`src/rtl/brn_pkg.sv`:
```
package brn_pkg;

  // branch command codes seen on the command input
  typedef enum logic [3:0] {
    BR_NONE     = 4'd0,
    BR_SHORT    = 4'd1,
    BR_IF_C     = 4'd2,
    BR_IF_NC    = 4'd3,
    BR_IF_Z     = 4'd4,
    BR_IF_NZ    = 4'd5,
    BR_IF_BIT   = 4'd6,
    BR_BIT_CLR  = 4'd7,
    BR_CMP_NE   = 4'd8,
    BR_DEC_NZ   = 4'd9,
    BR_IND      = 4'd10,
    BR_LONG     = 4'd11
  } br_cmd_e;

  // which address the next-PC mux picks when the branch is taken
  typedef enum logic [1:0] {
    TGT_SEQ = 2'd0,
    TGT_REL = 2'd1,
    TGT_IND = 2'd2,
    TGT_ABS = 2'd3
  } tgt_sel_e;

endpackage

```
`src/rtl/brn_cond.sv`:
```
module brn_cond
  import brn_pkg::*;
#(
  parameter int D_W = 8
) (
  input  logic [3:0]     cmd,
  input  logic           cy_in,
  input  logic           bit_in,
  input  logic [D_W-1:0] acc,
  input  logic [D_W-1:0] opa,
  input  logic [D_W-1:0] opb,
  input  logic [D_W-1:0] cnt_in,
  output logic           hit,
  output tgt_sel_e       sel,
  output logic           cy_next,
  output logic [D_W-1:0] cnt_next,
  output logic           clr_req
);

  function automatic logic less_u(input logic [D_W-1:0] a, input logic [D_W-1:0] b);
    return (a < b);
  endfunction

  function automatic logic [D_W-1:0] dec_wrap(input logic [D_W-1:0] v);
    return v - {{(D_W-1){1'b0}}, 1'b1};
  endfunction

  logic acc_zero;
  assign acc_zero = (acc == '0);

  always_comb begin
    hit      = 1'b0;
    sel      = TGT_SEQ;
    cy_next  = cy_in;
    cnt_next = cnt_in;
    clr_req  = 1'b0;
    case (cmd)
      BR_SHORT:   begin hit = 1'b1;      sel = TGT_REL; end
      BR_IF_C:    begin hit = cy_in;     sel = TGT_REL; end
      BR_IF_NC:   begin hit = ~cy_in;    sel = TGT_REL; end
      BR_IF_Z:    begin hit = acc_zero;  sel = TGT_REL; end
      BR_IF_NZ:   begin hit = ~acc_zero; sel = TGT_REL; end
      BR_IF_BIT:  begin hit = bit_in;    sel = TGT_REL; end
      BR_BIT_CLR: begin
        hit     = bit_in;
        sel     = TGT_REL;
        clr_req = bit_in;
      end
      BR_CMP_NE: begin
        hit     = (opa != opb);
        sel     = TGT_REL;
        cy_next = less_u(opa, opb);
      end
      BR_DEC_NZ: begin
        cnt_next = dec_wrap(cnt_in);
        hit      = (cnt_next != '0);
        sel      = TGT_REL;
      end
      BR_IND:     begin hit = 1'b1; sel = TGT_IND; end
      BR_LONG:    begin hit = 1'b1; sel = TGT_ABS; end
      default:    begin hit = 1'b0; sel = TGT_SEQ; end
    endcase
  end

endmodule

```
`src/rtl/brn_target.sv`:
```
module brn_target
  import brn_pkg::*;
#(
  parameter int PC_W  = 16,
  parameter int D_W   = 8,
  parameter int LEN_W = 2
) (
  input  logic [PC_W-1:0]  pc,
  input  logic [LEN_W-1:0] len,
  input  logic [D_W-1:0]   rel,
  input  logic [PC_W-1:0]  abs_tgt,
  input  logic [D_W-1:0]   acc,
  input  logic [PC_W-1:0]  dptr,
  input  logic             take,
  input  tgt_sel_e         sel,
  output logic [PC_W-1:0]  seq_pc,
  output logic [PC_W-1:0]  next_pc
);

  localparam int REL_PAD = PC_W - D_W;
  localparam int LEN_PAD = PC_W - LEN_W;

  function automatic logic [PC_W-1:0] add_len(input logic [PC_W-1:0] p, input logic [LEN_W-1:0] l);
    return p + {{LEN_PAD{1'b0}}, l};
  endfunction

  function automatic logic [PC_W-1:0] add_rel(input logic [PC_W-1:0] s, input logic [D_W-1:0] r);
    return s + {{REL_PAD{r[D_W-1]}}, r};
  endfunction

  function automatic logic [PC_W-1:0] add_ind(input logic [D_W-1:0] a, input logic [PC_W-1:0] d);
    return d + {{REL_PAD{1'b0}}, a};
  endfunction

  logic [PC_W-1:0] rel_pc;
  logic [PC_W-1:0] ind_pc;

  assign seq_pc = add_len(pc, len);
  assign rel_pc = add_rel(seq_pc, rel);
  assign ind_pc = add_ind(acc, dptr);

  always_comb begin
    next_pc = seq_pc;
    if (take) begin
      case (sel)
        TGT_REL: next_pc = rel_pc;
        TGT_IND: next_pc = ind_pc;
        TGT_ABS: next_pc = abs_tgt;
        default: next_pc = seq_pc;
      endcase
    end
  end

endmodule

```
`src/rtl/brn_unit.sv`:
```
module brn_unit
  import brn_pkg::*;
#(
  parameter int PC_W  = 16,
  parameter int D_W   = 8,
  parameter int LEN_W = 2
) (
  input  logic             clk,
  input  logic             rst_n,
  input  logic [3:0]       cmd_i,
  input  logic [PC_W-1:0]  pc_i,
  input  logic [LEN_W-1:0] len_i,
  input  logic [D_W-1:0]   rel_i,
  input  logic [PC_W-1:0]  abs_i,
  input  logic [D_W-1:0]   acc_i,
  input  logic [PC_W-1:0]  dptr_i,
  input  logic             cy_i,
  input  logic             bit_i,
  input  logic [D_W-1:0]   opa_i,
  input  logic [D_W-1:0]   opb_i,
  input  logic [D_W-1:0]   cnt_i,
  output logic [PC_W-1:0]  npc_o,
  output logic             taken_o,
  output logic             cy_o,
  output logic [D_W-1:0]   cnt_o,
  output logic             bclr_o
);

  // internal events brought out for the checks below
  logic            ev_hit;
  tgt_sel_e        ev_sel;
  logic            ev_cy;
  logic [D_W-1:0]  ev_cnt;
  logic            ev_clr;
  logic [PC_W-1:0] ev_seq;
  logic [PC_W-1:0] ev_npc;
  logic            armed_q;

  brn_cond #(.D_W(D_W)) u_cond (
    .cmd      (cmd_i),
    .cy_in    (cy_i),
    .bit_in   (bit_i),
    .acc      (acc_i),
    .opa      (opa_i),
    .opb      (opb_i),
    .cnt_in   (cnt_i),
    .hit      (ev_hit),
    .sel      (ev_sel),
    .cy_next  (ev_cy),
    .cnt_next (ev_cnt),
    .clr_req  (ev_clr)
  );

  brn_target #(.PC_W(PC_W), .D_W(D_W), .LEN_W(LEN_W)) u_tgt (
    .pc      (pc_i),
    .len     (len_i),
    .rel     (rel_i),
    .abs_tgt (abs_i),
    .acc     (acc_i),
    .dptr    (dptr_i),
    .take    (ev_hit),
    .sel     (ev_sel),
    .seq_pc  (ev_seq),
    .next_pc (ev_npc)
  );

  always_ff @(posedge clk) begin
    if (!rst_n) begin
      npc_o   <= '0;
      taken_o <= 1'b0;
      cy_o    <= 1'b0;
      cnt_o   <= '0;
      bclr_o  <= 1'b0;
      armed_q <= 1'b0;
    end else begin
      npc_o   <= ev_npc;
      taken_o <= ev_hit;
      cy_o    <= ev_cy;
      cnt_o   <= ev_cnt;
      bclr_o  <= ev_clr;
      armed_q <= 1'b1;
    end
  end

  AST_FALL_THROUGH_SEQ: assert property (@(posedge clk) disable iff (!rst_n)
    (armed_q && !taken_o) |-> (npc_o == $past(pc_i) + {{(PC_W-LEN_W){1'b0}}, $past(len_i)}));

  AST_CLR_ONLY_ON_JBC: assert property (@(posedge clk) disable iff (!rst_n)
    (armed_q && bclr_o) |-> ($past(cmd_i) == BR_BIT_CLR && $past(bit_i)));

  AST_CARRY_PASSES: assert property (@(posedge clk) disable iff (!rst_n)
    (armed_q && $past(cmd_i) != BR_CMP_NE) |-> (cy_o == $past(cy_i)));

  AST_CMP_EQUAL_FALLS: assert property (@(posedge clk) disable iff (!rst_n)
    (armed_q && $past(cmd_i) == BR_CMP_NE && $past(opa_i) == $past(opb_i)) |-> (!taken_o && !cy_o));

  AST_DEC_ONE_FALLS: assert property (@(posedge clk) disable iff (!rst_n)
    (armed_q && $past(cmd_i) == BR_DEC_NZ && $past(cnt_i) == {{(D_W-1){1'b0}}, 1'b1}) |-> (!taken_o && cnt_o == '0));

  AST_LONG_TAKEN: assert property (@(posedge clk) disable iff (!rst_n)
    (armed_q && $past(cmd_i) == BR_LONG) |-> (taken_o && npc_o == $past(abs_i)));

  AST_RESET_QUIET: assert property (@(posedge clk)
    $past(!rst_n) |-> (!taken_o && !bclr_o));

endmodule

```
`config.mk`:
```
export PLATFORM = sky130hd
export DESIGN_NAME = brn_unit
export DESIGN_NICKNAME = d
export VERILOG_FILES = /design/src/rtl/brn_pkg.sv /design/src/rtl/brn_cond.sv /design/src/rtl/brn_target.sv /design/src/rtl/brn_unit.sv
export SDC_FILE = /design/constraint.sdc
export NUM_CORES = 1
export LEC_CHECK = 0
export CORE_ASPECT_RATIO = 0.6
export CORE_MARGIN = 5
export CORE_UTILIZATION = 46
export CTS_BUF_LIST = sky130_fd_sc_hd__clkbuf_8
export CTS_CLUSTER_SIZE = 30
export DETAILED_ROUTE_END_ITERATION = 12
export PLACE_DENSITY_LB_ADDON = 0.1
export SLEW_MARGIN = 20
export SYNTH_ARGS = -nofsm -noshare
export SYNTH_HDL_FRONTEND = slang
export SYNTH_SLANG_ARGS = --single-unit
```
`constraint.sdc`:
```
create_clock -name clk -period 4.4 [get_ports clk]
set_clock_uncertainty 0.15 [all_clocks]
set_input_delay 0.44 -clock clk [delete_from_list [all_inputs] [get_ports clk]]
set_output_delay 0.44 -clock clk [all_outputs]
set_load 0.05 [all_outputs]
```
## Word level (Yosys, flattened, before mapping)

Cells that the tools add are included.

- Add/sub/neg operators: 4
- Multiply operators: 0
- Divide/modulo/power cells: 0
- Order comparisons: 1
- Equality and inequality tests: 15
- Shifts and indexed selects: 0
- Muxes and demuxes: 6
- Bitwise gates (word level): 2
- Reductions and logical operators: 6

Operators with widths:

| kind | count |
|---|---|
| $pmux W16 S3 | 1 |
| $add A16 B16 Y16 | 1 |
| $add A16 B2 Y16 | 1 |
| $add A16 B8 Y16 | 1 |
| $eq A4 B3 Y1 const B | 4 |
| $eq A4 B4 Y1 const B | 4 |
| $mux W16 | 1 |
| $reduce_or A9 Y1 | 1 |
| $eq A4 B2 Y1 const B | 2 |
| $logic_not A8 Y1 | 1 |
| $lt A8 B8 Y1 | 1 |
| $mux W8 | 1 |
| $ne A8 B8 Y1 | 1 |
| $pmux W1 S8 | 1 |
| $reduce_bool A8 Y1 | 1 |
| $sub A8 B1 Y8 const B | 1 |
| $pmux W2 S3 | 1 |
| $eq A2 B2 Y1 const B | 2 |
| $eq A4 B1 Y1 const B | 1 |
| $reduce_or A3 Y1 | 1 |
| $eq A2 B1 Y1 const B | 1 |
| $not A1 Y1 | 2 |
| $reduce_and A2 Y1 | 1 |
| $reduce_or A2 Y1 | 1 |
| $mux W1 | 1 |

- Flip-flop bits (word level): 27
- Bits in latches: 0
- RAM bits: 0
- ROM bits: 0
- Input port bits: 98
- Output and inout port bits: 27
- Logic and storage cells: 39
- Memories kept: 0

## Logic depth before layout (Yosys ltp)

Gate-level depths: netlist of the first run.

- Depth after elaboration: 6
- Gate-level depth with buffers: 15
- Depth with buffers taken out: 15

## Modules after synthesis

From an unflattened synthesis of the first run, not the netlist that was laid out.

- Cell total of the unflattened synthesis: 454
- Area total of the unflattened synthesis: 3453.3 µm²

Modules (own cells, without submodules):

| module | instances | cells each | area each (µm²) | seq. area each (µm²) |
|---|---|---|---|---|
| brn_target | 1 | 309 | 2098.3 | 0.0 |
| brn_unit | 1 | 56 | 758.2 | 540.5 |
| brn_cond | 1 | 89 | 596.8 | 0.0 |

## Worst setup path after synthesis of the first run

No wires, ideal clock.

- Path type: input to register
- From: input pc_i[0]
- To: register npc_o[15]
- Library setup time: 0.132 ns
- Arrival: 3.249 ns
- Data required time: 4.118 ns
- Slack: 0.869 ns
- Cell stages on the path: 15
- Path buffers: 0
- Cell sequence: ha_1 fa_1 nand2_1 nor2_1 and2_1 nand2_1 xnor2_1 ha_1 nand2_1 or3_1 a211o_1 a31oi_1 xnor2_1 a2111oi_2 a211oi_2

- Cells in the longest elaborated chain, start to end: 4

RTL lines:

| item | RTL line | text |
|---|---|---|
| start: declaration | brn_unit.sv:11 | `input logic [PC_W-1:0] pc_i,` |
| $add A16 B2 Y16 (*) | brn_target.sv:24 | `return p + {{LEN_PAD{1'b0}}, l};` |
| $add A16 B16 Y16 | brn_target.sv:28 | `return s + {{REL_PAD{r[D_W-1]}}, r};` |
| $pmux W16 S3 | brn_target.sv:45 | `case (sel)` |
| $mux W16 (*) | brn_target.sv:44 | `if (take) begin` |
| end signal: assignment | brn_unit.sv:76 | `npc_o <= ev_npc;` |
| end: declaration | brn_unit.sv:22 | `output logic [PC_W-1:0] npc_o,` |

Every way passes the cells marked *; elsewhere a longest branch is shown, timed or not.
A chain may end at the register's enable or synchronous reset.

## Worst setup path after layout of the first run

Ends and elaborated chain as after synthesis.

==> results of run 1 <==
==> worst max path at each step <==
stage | start | end | slack [ns] | depth (start not counted)
3_5_place_dp | pc_i[0] | npc_o[15] | 0.19 | 16
5_1_grt | pc_i[0] | npc_o[15] | 0.25 | 16
2_1_floorplan | pc_i[0] | npc_o[15] | 0.87 | 15
3_3_place_gp | pc_i[0] | npc_o[15] | 0.27 | 16
6_report | pc_i[0] | npc_o[15] | 0.45 | 16
4_1_cts | pc_i[0] | npc_o[15] | 0.49 | 16
==> state kept, by name, indices dropped and copies added (netlist names) <==
name and flops:
cy_o 1, taken_o 1, npc_o 16, bclr_o 1, cnt_o 8
==> kinds of logic (layout without fill, tap and decap cells) <==
logic type                 after synthesis  in the layout
muxes                                    5              5
adders and majority gates               41             41
DFF                                     27             27
and+or+nand+nor                        150            150
xor gates and xnor gates                46             46
buffers and inverters                   33            152
AOI/OAI and AO/OA                      117            117
==> final cells by class <==
type / count / area [sq um] / share of cell area (%)
Inverter: 20 / 75.1 / 1.61
Clock inverter: 1 / 7.51 / 0.161
Sequential cell: 27 / 541 / 11.6
Multi-Input combinational cell: 359 / 2610 / 56.0
Tap cell: 87 / 109 / 2.34
Timing Repair Buffer: 128 / 1270 / 27.3
Clock buffer: 3 / 41.3 / 0.888
==> per-stage QoR <==
step           total power [mW]  util [%]  cell area, sq um
6_report                   1.02      68.2              4650
5_1_grt                    1.08      68.2              4650
2_1_floorplan             0.642         -              3290
4_1_cts                    1.02      68.2              4650
3_5_place_dp              0.861      67.5              4600
3_3_place_gp              0.852      67.5              4600
==> worst min-delay path, delay by kind of cell <==
| family | cells | cell delay [ns] |
|---|---|---|
| buf+inv | 2 | 0.48 |
| simple gates | 1 | 0.06 |
==> power groups by stage <==
stage	combinational [mW]	sequential, mW	clock, mW
after global placement	0.572	0.280	0
after CTS	0.584	0.276	0.158
after global routing	0.634	0.277	0.164
after detailed placement	0.580	0.281	0
final	0.590	0.275	0.153
after floorplan	0.277	0.365	0
==> cell usage in the layout (no fill, tap or decap), drive strengths merged, types with 4 or more instances in the layout <==
cell,Yosys,layout
clkdlybuf4s50,0,124
nor2,43,43
ha,38,38
nand2,33,33
dfxtp,27,27
xnor2,24,24
a21oi,22,22
xor2,21,21
o21ai,21,21
nor3,19,19
inv,19,19
a211oi,19,19
nand3,9,9
nand4,9,9
nand2b,8,8
nor2b,5,5
a211o,5,5
a21o,5,5
a222oi,5,5
o31ai,5,5
nor4,4,4
o21a,4,4
a31oi,4,4
buf,4,4
==> routing by layer <==
metal | routed length [microns] | track usage (%)
met1 | 5100 | 33.3
met2 | 4770 | 40.2
met3 | 959 | 3.64
met4 | 116 | 3.98
met5 | 0 | 0
==> flow_metrics.py, run 1 <==
metrics = {
    "critical_path": {
        "slowest_stage": "sky130_fd_sc_hd__fa_1",
        "critical-path-top-cell-by-count": "sky130_fd_sc_hd__nand2_1",
        "timing.critical_path.from_type": "primary input",
        "data_required_time_of_the_worst_path_ns": 4.41,
        "critical_path.max_stage_delay_ns": 0.42,
        "cp_top_family": "adder cells",
        "worstPathArrival_ns": 3.95,
        "path_cells": "clkdlybuf4s50_1 > ha_1 > fa_1 > nand2_1 > nor2_1 > and2_1 > nand2_1 > xnor2_1 > ha_1 > nand2_1 > or3_1 > a211o_1 > a31oi_1 > xnor2_1 > a2111oi_2 > a211oi_2",
        "critPathKind": "in -> reg",
        "critPathBufInv": 1,
        "endpoint_kind": "register",
        "worstPathMaxFanout": 5,
    },
    "grt": {
        "gr-total-overflow": 0,
        "grt_pass1_wl_microns": 17400,
        "antenna_found_initial": 0,
        "overall_global_routing_usage_pct": 23.8,
        "vias_in_the_first_global_route": 3610,
        "grt_max_degree": 20,
    },
    "die": {
        "initial_utilization_pct": 48.2,
        "core_area_sq_um": 6820,
        "dieHeight_microns": 75.5,
        "placementRows": 23,
        "fp.dieArea_sq_um": 8990,
        "floorplan.die.width_microns": 119,
        "design.portCount": 125,
    },
    "worst_hold_path": {
        "worstHoldPathType": "in -> reg",
        "holdPathStages": 3,
        "hold_path_startpoint": "bit_i",
        "hold_end": "bclr_o",
    },
    "cells_and_area": {
        "net_total_in_the_final_layout": 678,
        "fin_cells": 625,
        "fill_cells": 588,
        "post_route_cells_drive_above_1_share_pct": 4.28,
        "antenna_cells": 0,
        "flow.area_growth_from_synthesis_pct": 41.5,
    },
    "route": {
        "drt_first_iter_violations": 451,
        "wirelength_microns": 10900,
        "num_vias": 3721,
        "drt-vias-per-instance": 5.95,
        "route.detailed.wl_per_inst_microns": 17.5,
        "number_of_nets_with_antenna_violations_after_detailed_routing": 0,
        "drc": 0,
        "number_of_iterations_in_the_first_detailed_routing_pass": 5,
    },
    "logic_synthesis": {
        "ys_seq_area_share_pct": 16.4,
        "synth_top_area_cell": "sky130_fd_sc_hd__dfxtp_1",
        "synth_cell_type_count": 63,
        "post_synth_xor_area_fraction_pct": 12.7,
        "netlist_instances": 419,
        "dominantRegCellSynth": "sky130_fd_sc_hd__dfxtp_1",
        "ys_async_rst_share_pct": 0,
        "syn_area_per_cell_sq_um": 7.84,
        "synth_top_cells_by_count": "42 x sky130_fd_sc_hd__nor2_1, 38 x sky130_fd_sc_hd__ha_1, 33 x sky130_fd_sc_hd__nand2_1",
        "yosysTopAreaCellShare_pct": 16.4,
        "synth-adder-area-share_pct": 16.3,
        "synth_edf_count": 0,
        "synth_simple_gate_area_share_pct": 22.6,
        "synth-compound-area-share_pct": 25.9,
        "mappedNetlistNets": 558,
        "synth.area.top_cells": "sky130_fd_sc_hd__dfxtp_1 16%, sky130_fd_sc_hd__ha_1 14%, sky130_fd_sc_hd__xnor2_1 6.4%, sky130_fd_sc_hd__xor2_1 5.6%, sky130_fd_sc_hd__nor2_1 4.8%",
        "yosysMostFrequentCell": "sky130_fd_sc_hd__nor2_1",
        "share_of_synthesized_area_spent_on_multiplexers_pct": 1.71,
        "synth_area_sq_um": 3290,
        "ys_ff_latch": 27,
        "yosysWarningCount": 0,
        "synth_top_family_by_area": "compound AO/OA/AOI/OAI gates",
    },
    "power_and_ir_drop": {
        "ir_drop_v": 0.000137,
        "clock_power_share_pct": 15.0,
        "p_int_mw": 0.593,
        "power.net_switching_mw": 0.424,
        "switching_share_pct": 41.7,
        "cellPowerDensity_nw_per_um2": 219,
        "power.static_leakage_nw": 1.85,
        "power_frac_seq_pct": 27.1,
        "combinational_power_share_pct": 57.9,
    },
    "place": {
        "port_buffers": 124,
        "place_congestion": 0.919,
        "place.detailed.hpwl_microns": 9020,
        "dp.cells": 621,
        "pre_cts_setup_slack_ns": 0.194,
    },
    "sta": {
        "timing.fmax_mhz": 253,
        "timing_worst_slew_pin_value_ns": 0.694,
        "min_period_ns": 3.95,
        "slew_headroom_pct": 53.5,
        "grt_setup_unrepaired": "false",
        "report.final.slew_viol_count": 0,
        "setup_viol": 0,
        "hold-worst-slack_ns": 0.586,
        "worst_slack_ns": 0.453,
        "count_of_final_hold_check_violations": 0,
        "fin_tns_setup_ns": 0,
        "post-route-period-util_pct": 89.7,
    },
    "cts": {
        "cts_num_sinks": 27,
        "cts_buffer_depth": 2,
        "cts_inserted_buffers": 3,
        "ctsHoldBuffers": 0,
        "cts.reportedPaths.clkPinSlew_ns": 0.10,
        "cts.root.buffer_cell": "sky130_fd_sc_hd__clkbuf_8",
        "post_cts.repair.setup_buffers": 0,
        "cts_resized": 0,
        "tritoncts": "yes",
        "cts.htree.levels": 1,
    },
    "job": {
        "number_of_maximum_capacitance_constraint_violations": 0,
    },
    "run_status": {
        "run_status": "complete, no violations",
    },
}
Power figures use the tool's default switching activity.
==> run 2: changes to the inputs <==
--- a/config.mk
+++ b/config.mk
@@ -5,6 +5,7 @@
 export SDC_FILE = /design/constraint.sdc
 export NUM_CORES = 1
 export LEC_CHECK = 0
+export ABC_CLOCK_PERIOD_IN_PS = 3800
 export CORE_ASPECT_RATIO = 0.6
 export CORE_MARGIN = 5
 export CORE_UTILIZATION = 46
==> constraint.sdc (replaced) <==
create_clock -name clk -period 3.8 [get_ports clk]
set_clock_uncertainty 0.15 [all_clocks]
set_input_delay 0.38 -clock clk [delete_from_list [all_inputs] [get_ports clk]]
set_output_delay 0.38 -clock clk [all_outputs]
set_load 0.05 [all_outputs]
==> run 2 against run 1 <==
Combinational power increased by 25%; largest cell class unchanged; setup slack got worse by 0.32 ns; core utilization increased by 3.9 points; cell count grew 4.6%; critical path depth shrank 4; clock-buffer cell count unchanged; via count grew 2.1%; critical endpoint is now npc_o[12].
==> flow_metrics.py, run 2 (synthesis gave the netlist of run 1 again) <==
metrics = {
    "run_status": {
        "run_status": "complete, no violations",
    },
    "cts": {
        "cts.root.buffer_cell": "sky130_fd_sc_hd__clkbuf_8",
        "cts_inserted_buffers": 3,
        "cts_num_sinks": 27,
        "cts.reportedPaths.clkPinSlew_ns": 0.12,
        "cts_buffer_depth": 2,
        "ctsHoldBuffers": 0,
        "cts.htree.levels": 1,
        "tritoncts": "yes",
    },
    "worst_hold_path": {
        "worstHoldPathType": "in -> reg",
    },
    "grt": {
        "gr-total-overflow": 0,
        "vias_in_the_first_global_route": 3719,
        "grt_pass1_wl_microns": 18300,
        "overall_global_routing_usage_pct": 25.4,
        "grt_max_degree": 20,
        "antenna_found_initial": 0,
    },
    "power_and_ir_drop": {
        "power.total_mw": 1.25,
        "power.net_switching_mw": 0.524,
        "p_int_mw": 0.724,
        "combinational_power_share_pct": 59.2,
        "cellPowerDensity_nw_per_um2": 254,
        "ir_drop_v": 0.000221,
        "switching_share_pct": 42.0,
        "power_frac_seq_pct": 25.5,
        "power.static_leakage_nw": 2.00,
        "clock_power_share_pct": 15.3,
    },
    "critical_path": {
        "critPathBufInv": 2,
        "cp_top_family": "adder cells",
        "slowest_stage": "sky130_fd_sc_hd__fa_2",
        "data_required_time_of_the_worst_path_ns": 3.91,
        "critPathKind": "in -> reg",
        "timing.critical_path.from_type": "primary input",
        "worstPathMaxFanout": 3,
        "worstPathArrival_ns": 3.77,
        "endpoint_kind": "register",
        "critical_path.max_stage_delay_ns": 0.55,
        "path_cells": "clkdlybuf4s50_1 > ha_2 > fa_2 > inv_1 > fa_1 > nand2b_1 > a21oi_1 > o21bai_1 > a211oi_1 > mux2_2 > o21ai_0 > o221a_2",
    },
    "route": {
        "dr.max_layer_used": "met4",
        "drc": 0,
        "wl_met1_microns": 5450,
        "number_of_iterations_in_the_first_detailed_routing_pass": 6,
        "num_vias": 3798,
        "drt_first_iter_violations": 364,
        "route.detailed.wl_per_inst_microns": 18.0,
        "number_of_nets_with_antenna_violations_after_detailed_routing": 0,
        "drt-vias-per-instance": 5.81,
        "route.met3.wl_microns": 1090,
        "met2RoutedLength_microns": 5050,
        "wirelength_microns": 11800,
    },
    "cells_and_area": {
        "layout.cells.most_common_list": "124 x sky130_fd_sc_hd__clkdlybuf4s50_1, 41 x sky130_fd_sc_hd__nor2_1, 36 x sky130_fd_sc_hd__ha_1, 33 x sky130_fd_sc_hd__nand2_1, 33 x sky130_fd_sc_hd__buf_4",
        "largest_register": "npc_o",
        "net_total_in_the_final_layout": 707,
        "largest_register_ff_count": 16,
        "antenna_cells": 0,
        "largestRegisters": "npc_o x16, cnt_o x8",
        "leading_cell_type_in_the_layout_fill_and_taps_excluded": "sky130_fd_sc_hd__clkdlybuf4s50_1",
        "flow.area_growth_from_synthesis_pct": 49.6,
        "post_route_cells_drive_above_1_share_pct": 11.1,
    },
    "sta": {
        "timing.fmax_mhz": 273,
        "post-route-period-util_pct": 96.4,
        "timing_worst_slew_pin_value_ns": 0.683,
        "report.final.slew_viol_count": 0,
        "grt_setup_unrepaired": "false",
        "count_of_final_hold_check_violations": 0,
        "min_period_ns": 3.66,
        "slew_headroom_pct": 54.2,
        "setup_viol": 0,
        "worst_slack_ns": 0.136,
    },
    "die": {
        "design.portCount": 125,
        "fp.dieArea_sq_um": 8990,
        "floorplan.die.width_microns": 119,
        "core_area_sq_um": 6820,
        "dieHeight_microns": 75.5,
        "initial_utilization_pct": 48.2,
        "placementRows": 23,
    },
    "place": {
        "port_buffers": 124,
        "place.detailed.hpwl_microns": 9560,
        "place_congestion": 0.911,
        "pre_cts_setup_slack_ns": -0.277,
    },
    "job": {
        "number_of_maximum_capacitance_constraint_violations": 0,
    },
}
[run 2: path summary, 6_finish.rpt]
path,from,end,slack (ns),depth (start not counted)
worst min-delay path,bit_i,bclr_o,0.50,3
worst max-delay path,pc_i[0],npc_o[12],0.14,12
[run 2: stage by stage]
stage	area [sq um]	utilization (%)	setup TNS [ns]	std cells	hold slack [ns]
2_1_floorplan	3290	-	0	419	0.357
3_3_place_gp	4800	70.4	-0.468	648	0.807
3_5_place_dp	4800	70.4	-0.882	648	0.805
4_1_cts	4850	71.1	0	652	0.486
5_1_grt	4920	72.1	0	654	0.525
6_report	4920	72.1	0	654	0.495
[run 2: routing by layer]
layer | up-vias | GRT usage (%)
met5 | - | 0
met4 | 0 | 6.80
met3 | 20 | 5.71
met2 | 182 | 42.5
met1 | 1738 | 33.8
li1 | 1858 | -
[run 2: repair_timing]
action | CTS | global route
setup endpoints to repair | 0 | 4
resized for setup | 0 | 12
buffers inserted | 0 | 2
[run 2: power groups by stage]
stage / Sequential (mW) / Clock (mW) / Combinational (mW)
2_1_floorplan: 0.422 / 0 / 0.321
3_3_place_gp: 0.324 / 0 / 0.702
3_5_place_dp: 0.325 / 0 / 0.713
4_1_cts: 0.318 / 0.195 / 0.719
5_1_grt: 0.321 / 0.204 / 0.790
6_report: 0.318 / 0.191 / 0.739
[run 2: final cells by class]
type	count	area (sq um)
Timing Repair Buffer	157	1490
Fill cell	541	1900
Inverter	20	75.1
Clock buffer	3	41.3
Clock inverter	1	7.51
Multi-Input combinational cell	359	2660
Tap cell	87	109
Sequential cell	27	541
